===== config.mk =====
export PLATFORM = sky130hd
export DESIGN_NAME = pwm_tbase_aq
export DESIGN_NICKNAME = d
export VERILOG_FILES = /design/src/rtl/pwm_tbase_pkg.sv /design/src/rtl/pwm_tbase_ctrl.sv /design/src/rtl/pwm_tbase_dp.sv /design/src/rtl/pwm_tbase_aq.sv
export SDC_FILE = /design/constraint.sdc
export NUM_CORES = 1
export LEC_CHECK = 0
export CELL_PAD_IN_SITES_DETAIL_PLACEMENT = 1
export CELL_PAD_IN_SITES_GLOBAL_PLACEMENT = 1
export CORE_ASPECT_RATIO = 1.75
export CORE_MARGIN = 2
export CORE_UTILIZATION = 44
export DETAILED_ROUTE_END_ITERATION = 8
export DONT_BUFFER_PORTS = 1
export GPL_TIMING_DRIVEN = 1
export PLACE_DENSITY_LB_ADDON = 0.1
export SLEW_MARGIN = 20
export SYNTH_ARGS = -nofsm -noshare
export SYNTH_HDL_FRONTEND = slang
export SYNTH_HIERARCHICAL = 1
export SYNTH_SLANG_ARGS = --single-unit

===== constraint.sdc =====
create_clock -name clk -period 2.44 [get_ports clk]
set_clock_uncertainty 0.15 [all_clocks]
set_input_delay 0.244 -clock clk [delete_from_list [all_inputs] [get_ports clk]]
set_output_delay 0.244 -clock clk [all_outputs]
set_load 0.005 [all_outputs]

===== src/rtl/pwm_tbase_pkg.sv =====
package pwm_tbase_pkg;

  localparam int NCH = 2;

  localparam int ADR_PER  = 0;
  localparam int ADR_CMPA = 1;
  localparam int ADR_CMPB = 2;
  localparam int ADR_CNT  = 3;
  localparam int ADR_CTRL = 4;

  typedef enum logic [1:0] {
    ACT_HOLD   = 2'b00,
    ACT_LOW    = 2'b01,
    ACT_HIGH   = 2'b10,
    ACT_TOGGLE = 2'b11
  } actE;

  // strobes from control to datapath
  typedef struct packed {
    logic tick;
    logic wrPer;
    logic wrCmpA;
    logic wrCmpB;
    logic wrCnt;
  } strobeT;

  typedef struct packed {
    actE zeroAct;
    actE cmpAct;
  } chanCfgT;

  function automatic logic applyAct(input logic cur, input actE act);
    case (act)
      ACT_LOW:    return 1'b0;
      ACT_HIGH:   return 1'b1;
      ACT_TOGGLE: return ~cur;
      default:    return cur;
    endcase
  endfunction

endpackage


===== src/rtl/pwm_tbase_ctrl.sv =====
module pwm_tbase_ctrl
  import pwm_tbase_pkg::*;
#(
  parameter int CNT_W  = 16,
  parameter int ADDR_W = 3,
  parameter int PRE_W  = 3,
  parameter int HS_W   = 3
) (
  input  logic                  clk,
  input  logic                  rstN,
  input  logic                  wrEn,
  input  logic [ADDR_W-1:0]     wrAddr,
  input  logic [CNT_W-1:0]      wrData,
  output strobeT                strb,
  output chanCfgT [NCH-1:0]     cfg
);

  localparam int ACT_LSB = 2 + PRE_W + HS_W;
  localparam int CTRL_W  = ACT_LSB + 4 * NCH;
  localparam int CR_W    = 1 << PRE_W;
  localparam int HR_W    = HS_W + 1;

  logic [CTRL_W-1:0] ctrlReg;
  logic              run;
  logic [CR_W-1:0]   coarseRatio, coarseCnt;
  logic [HS_W-1:0]   hsCode;
  logic [HR_W-1:0]   hsRatio, hsCnt;
  logic              coarseLast, hsLast;

  // control word register
  always_ff @(posedge clk) begin
    if (!rstN) begin
      ctrlReg <= CTRL_W'(3);
    end else if (wrEn && wrAddr == ADDR_W'(ADR_CTRL)) begin
      ctrlReg <= wrData[CTRL_W-1:0];
    end
  end

  assign run         = (ctrlReg[1:0] == 2'b00);
  assign coarseRatio = CR_W'(1) << ctrlReg[2 +: PRE_W];
  assign hsCode      = ctrlReg[2+PRE_W +: HS_W];
  assign hsRatio     = (hsCode == '0) ? HR_W'(1) : {hsCode, 1'b0};
  assign coarseLast  = (coarseCnt == coarseRatio - CR_W'(1));
  assign hsLast      = (hsCnt == hsRatio - HR_W'(1));

  // cascaded prescalers, restarted by any write or while frozen
  always_ff @(posedge clk) begin
    if (!rstN || wrEn || !run) begin
      coarseCnt <= '0;
      hsCnt     <= '0;
    end else if (coarseLast) begin
      coarseCnt <= '0;
      hsCnt     <= hsLast ? '0 : hsCnt + HR_W'(1);
    end else begin
      coarseCnt <= coarseCnt + CR_W'(1);
    end
  end

  always_comb begin
    strb        = '0;
    strb.tick   = run && !wrEn && coarseLast && hsLast;
    strb.wrPer  = wrEn && (wrAddr == ADDR_W'(ADR_PER));
    strb.wrCmpA = wrEn && (wrAddr == ADDR_W'(ADR_CMPA));
    strb.wrCmpB = wrEn && (wrAddr == ADDR_W'(ADR_CMPB));
    strb.wrCnt  = wrEn && (wrAddr == ADDR_W'(ADR_CNT));
  end

  for (genvar ch = 0; ch < NCH; ch++) begin : g_cfg
    assign cfg[ch].zeroAct = actE'(ctrlReg[ACT_LSB + 4*ch +: 2]);
    assign cfg[ch].cmpAct  = actE'(ctrlReg[ACT_LSB + 4*ch + 2 +: 2]);
  end

  // a write restarts the coarse stage
  p_pre_restart_r7: assert property (@(posedge clk) disable iff (!rstN)
    wrEn |=> (coarseCnt == '0 && hsCnt == '0));

  // fine stage advances once per completed coarse period
  p_hs_step_r3: assert property (@(posedge clk) disable iff (!rstN)
    (run && !wrEn && coarseLast && !hsLast) |=> (hsCnt == $past(hsCnt) + HR_W'(1)));

  // frozen prescaler stays at its start
  p_frozen_pre_r5: assert property (@(posedge clk) disable iff (!rstN)
    (!run && !wrEn) |=> (coarseCnt == '0));

endmodule


===== src/rtl/pwm_tbase_dp.sv =====
module pwm_tbase_dp
  import pwm_tbase_pkg::*;
#(
  parameter int CNT_W = 16
) (
  input  logic              clk,
  input  logic              rstN,
  input  strobeT            strb,
  input  chanCfgT [NCH-1:0] cfg,
  input  logic [CNT_W-1:0]  wrData,
  output logic [CNT_W-1:0]  cnt,
  output logic [NCH-1:0]    pwmOut
);

  logic [CNT_W-1:0] per;
  logic [NCH-1:0]   wrCmp;
  logic             zeroEv;

  assign wrCmp  = {strb.wrCmpB, strb.wrCmpA};
  assign zeroEv = strb.tick && (cnt == '0);

  always_ff @(posedge clk) begin
    if (!rstN) begin
      per <= '0;
      cnt <= '0;
    end else begin
      if (strb.wrPer) per <= wrData;
      if (strb.wrCnt) begin
        cnt <= wrData;
      end else if (strb.tick) begin
        cnt <= (cnt == per) ? '0 : cnt + CNT_W'(1);
      end
    end
  end

  for (genvar ch = 0; ch < NCH; ch++) begin : g_ch
    logic [CNT_W-1:0] cmpQ;
    logic             outQ, matchEv, afterZero, outNext;

    assign matchEv   = strb.tick && (cnt == cmpQ);
    assign afterZero = zeroEv  ? applyAct(outQ, cfg[ch].zeroAct) : outQ;
    assign outNext   = matchEv ? applyAct(afterZero, cfg[ch].cmpAct) : afterZero;

    always_ff @(posedge clk) begin
      if (!rstN) begin
        cmpQ <= '0;
        outQ <= 1'b0;
      end else begin
        if (wrCmp[ch]) cmpQ <= wrData;
        outQ <= outNext;
      end
    end

    assign pwmOut[ch] = outQ;

    // set-at-zero with no coinciding match drives high
    p_zero_set_r8: assert property (@(posedge clk) disable iff (!rstN)
      (zeroEv && !matchEv && cfg[ch].zeroAct == ACT_HIGH) |=> outQ);

    // set then toggle on one tick leaves the output low
    p_tie_order_r10: assert property (@(posedge clk) disable iff (!rstN)
      (zeroEv && matchEv && cfg[ch].zeroAct == ACT_HIGH && cfg[ch].cmpAct == ACT_TOGGLE)
      |=> !outQ);
  end

  // wrap at the period
  p_wrap_r4: assert property (@(posedge clk) disable iff (!rstN)
    (strb.tick && !strb.wrCnt && cnt == per) |=> (cnt == '0));

  // step by one below the period
  p_step_r4: assert property (@(posedge clk) disable iff (!rstN)
    (strb.tick && !strb.wrCnt && cnt != per) |=> (cnt == $past(cnt) + CNT_W'(1)));

  // no tick means counter and outputs hold
  p_hold_r5: assert property (@(posedge clk) disable iff (!rstN)
    (!strb.tick && !strb.wrCnt) |=> ($stable(cnt) && $stable(pwmOut)));

  // counter load
  p_load_r7: assert property (@(posedge clk) disable iff (!rstN)
    strb.wrCnt |=> (cnt == $past(wrData)));

endmodule


===== src/rtl/pwm_tbase_aq.sv =====
module pwm_tbase_aq
  import pwm_tbase_pkg::*;
#(
  parameter int CNT_W  = 16,
  parameter int ADDR_W = 3,
  parameter int PRE_W  = 3,
  parameter int HS_W   = 3
) (
  input  logic              clk,
  input  logic              rstN,
  input  logic              wrEn,
  input  logic [ADDR_W-1:0] wrAddr,
  input  logic [CNT_W-1:0]  wrData,
  output logic              outA,
  output logic              outB,
  output logic [CNT_W-1:0]  cntVal
);

  strobeT            strb;
  chanCfgT [NCH-1:0] cfg;
  logic [NCH-1:0]    pwmOut;

  pwm_tbase_ctrl #(
    .CNT_W(CNT_W), .ADDR_W(ADDR_W), .PRE_W(PRE_W), .HS_W(HS_W)
  ) ctrl_i (
    .clk(clk), .rstN(rstN), .wrEn(wrEn), .wrAddr(wrAddr),
    .wrData(wrData), .strb(strb), .cfg(cfg)
  );

  pwm_tbase_dp #(.CNT_W(CNT_W)) dp_i (
    .clk(clk), .rstN(rstN), .strb(strb), .cfg(cfg),
    .wrData(wrData), .cnt(cntVal), .pwmOut(pwmOut)
  );

  assign outA = pwmOut[0];
  assign outB = pwmOut[1];

endmodule


==> flow_metrics.env <==
export IMPL_reg2reg_depth=11
export IMPL_antenna_found_initial=0
export IMPL_cts_buffers=9
export IMPL_rsz0062_at_grt="yes"
export IMPL_drt_pre_antenna_iters=4
export IMPL_path_class="reg -> reg"
export IMPL_grt_pass1_wl_um=23600
export IMPL_p_sw_mw=0.815
export IMPL_hold_violations=0
export IMPL_postRouteAntennaNets=0
export IMPL_async_flop_share=0
export IMPL_cp_buffers_inverters=0
export IMPL_worstPathArrival_ps=2670
export IMPL_worst_path_max_fanout=5
export IMPL_die_w_um=83.4
export IMPL_max_freq_ghz=0.387
export IMPL_finalSetupViolCount=2
export IMPL_period_minus_slack_ps=2590
export IMPL_grt_use_total=0.256
export IMPL_grt_overflow=0
export IMPL_synthSimpleGateAreaFrac=0.211
export IMPL_core_region_area_sq_um=10700
export IMPL_yosysMostFrequentCell="dfxtp_1"
export IMPL_power_density_nw_per_um2=619
export IMPL_cp_slowest_cell="dfxtp_4"
export IMPL_cts_max_level=3
export IMPL_drcViolationCount=0
export IMPL_vias=4077
export IMPL_synth_flop_cell="dfxtp_1"
export IMPL_syn_nets=581
export IMPL_syn_area_sq_um=4860
export IMPL_crit_top_cell="and4_4"
export IMPL_power_share_clock=0.472
export IMPL_hp_class="in -> reg"
export IMPL_placed_area_sq_um=5150
export IMPL_leakagePower_nw=2.20
export IMPL_synth_xor_area_frac=0.124
export IMPL_synthTopCellsByArea="dfxtp_1 (39%), mux2i_1 (10%), xnor2_1 (6.5%), xor2_1 (6.0%), nor2_1 (5.3%)"
export IMPL_path_clk_slew_ps=70
export IMPL_hpwl_um=10300
export IMPL_clk_latency_ps=340
export IMPL_drt_iter0_drc=118
export IMPL_yosys_area_top_type="dfxtp_1"
export IMPL_routedWlPerCell_um=20.6
export IMPL_layout_cell_area_non_filler_sq_um=5860
export IMPL_outcome="complete, but fails checks"
export IMPL_wl_um=14900
export IMPL_area_delta_synth_final_pct=20.6
export IMPL_drive_gt1_frac=0.170
export IMPL_drv_cap=0
export IMPL_p_int_mw=2.81
export IMPL_tns_ps=-258
export IMPL_post_route_util=0.547
export IMPL_fin_crit_sh=1.06
export IMPL_slew_violations=0
export IMPL_synth_seq_cells=94
export IMPL_netlist_cell_type_count=52
export IMPL_cts_max_path_buffers=2
export IMPL_failed_checks="setup timing"
export IMPL_end_kind="register"
export IMPL_crit_cells=11
export IMPL_max_stage_delay_ps=370
export IMPL_synth_fa_ha_area_frac=0.0126
export IMPL_clock_root_buffer="clkbuf_16"
export IMPL_critPathTopFamily="simple AND/OR/NAND/NOR gates"
export IMPL_netlist_instances=555
export IMPL_yosysSeqAreaShare=0.388
export IMPL_ios=40
export IMPL_rrSetupSlack_ps=-150
export IMPL_grt_pass1_vias=4430
export IMPL_port_buffers=0
export IMPL_vdd_drop_max_mv=0.453
export IMPL_critPathLaunchType="register"
export IMPL_synth_top_area_share=0.388
export IMPL_hold_path_depth=2
export IMPL_crit_chain="nand2_4, maj3_2, a21oi_4, and4_4, and3_4, nor4b_4, and4_4, a21oi_2, a31o_1, and3_1, o21a_1"
export IMPL_synth_top_family_by_area="simple AND/OR/NAND/NOR gates"
export IMPL_diodes=0
export IMPL_yosys_top_cells_count="dfxtp_1 (94), nor2_1 (68), mux2i_1 (49)"
export IMPL_fp_dieH_um=143
export IMPL_fin_nets=614
export IMPL_clock_sinks=94
export IMPL_muxShareOfSynthArea=0.101
export IMPL_p_comb_frac=0.088
export IMPL_start_util=0.454
export IMPL_place_congestion=0.797
export IMPL_p_total_mw=3.63
export IMPL_p_seq_frac=0.440
export IMPL_fillerInstances=1234
export IMPL_synth_compound_area_frac=0.0969
export IMPL_synth_edf_count=0
export IMPL_drt_vias_per_instance=5.64
export IMPL_yosysWarnings=6
export IMPL_cts_tree="built"
export IMPL_cp_required_ps=2530
export IMPL_swShare=0.225
export IMPL_syn_avg_cell_area_sq_um=8.75
export IMPL_slew_headroom=0.640
export IMPL_fin_ws_ps=-147
export IMPL_rows=50
export IMPL_grt_max_degree=29
export IMPL_die_area_sq_um=11900
export IMPL_worst_slew_pin_slew_ps=540
## path summary, 6_finish.rpt
check | start | end
worst max-delay path | ctrl_i/ctrlReg[3] | dp_i/g_ch[1].outQ
worst min-delay path | wrData[14] | dp_i/cnt[14]
worst max register to register | ctrl_i/ctrlReg[3] | dp_i/g_ch[1].outQ
worst min register to register | ctrl_i/ctrlReg[7] | ctrl_i/ctrlReg[7]
## power groups by stage
stage,clock network (mW),logic (mW),registers (mW)
finish,1.71,0.321,1.59
global route,1.81,0.345,1.60
CTS,1.75,0.306,1.60
detailed placement,0,0.251,1.63
global placement,0,0.246,1.63
floorplan,0,0.191,1.61
## repair_timing
item,4_1_cts,5_1_grt
pin swaps,3,8
setup buffers,3,2
gates resized for setup,6,12
gates cloned,0,0
hold buffers,24,0
hold endpoints to repair,83,0
setup endpoints to repair,3,18
## cell usage in the layout (no fill, tap or decap), drive strengths merged, types with 2 or more instances in the layout
cell / instances
dfxtp: 94
nor2: 68
buf: 51
mux2i: 49
nand2: 46
xnor2: 36
xor2: 33
dlygate4sd3: 24
a21oi: 23
nand3: 17
o22ai: 17
nor3b: 15
a21boi: 14
inv: 11
clkbuf: 10
nor4: 10
nor3: 10
nand4: 8
and3: 7
o21ai: 5
bufinv: 4
nand2b: 4
ha: 4
and4: 4
nor2b: 3
or3: 2
or4: 2
a31o: 2
clkinv: 2
a22oi: 2
nor4b: 2
## stage by stage
stage	hold slack (ps)	std cells	setup WS, ps
global route	27.4	723	-243
global placement	171	678	-105
floorplan	211	555	-90.5
CTS	8.29	721	-114
detailed placement	181	678	-181
finish	15.0	723	-147
## routing by layer
layer / routed length (um) / track usage / vias up
li1: - / - / 1950
met2: 8280 / 0.484 / 67
met1: 5640 / 0.270 / 2030
met4: 536 / 0.118 / 0
met5: 0 / 0 / -
met3: 464 / 0.0491 / 30
## sequential cells by signal (all words and copies together), names as in the netlist
signal	flops
ctrl_i/coarseCnt	8
ctrl_i/ctrlReg	16
ctrl_i/hsCnt	4
dp_i/cnt	16
dp_i/g_ch.cmpQ	32
dp_i/g_ch.outQ	2
dp_i/per	16
## area by class of cell
cell class	count	area, sq um	area share
Clock buffer	10	229	0.0391
Clock inverter	6	134	0.0229
Inverter	11	41.3	0.00705
Multi-Input combinational cell	397	2750	0.470
Sequential cell	94	1890	0.324
Tap cell	130	163	0.0278
Timing Repair Buffer	75	643	0.110
## worst reg2reg max path, stage by stage, from the launching register on
cell and delay [ps]:
dfxtp_4 370, nand2_4 60, maj3_2 330, a21oi_4 160, and4_4 230, and3_4 180
nor4b_4 180, and4_4 270, a21oi_2 60, a31o_1 190, and3_1 140, o21a_1 160
## cells by family after synthesis
logic type | Yosys count
AO/OA/AOI/OAI | 71
XOR/XNOR | 69
adder cells (fa/ha/maj) | 5
buffers and inverters | 64
flip-flops | 94
multiplexers | 49
AND/OR/NAND/NOR | 203
Power figures use the tool's default switching activity.
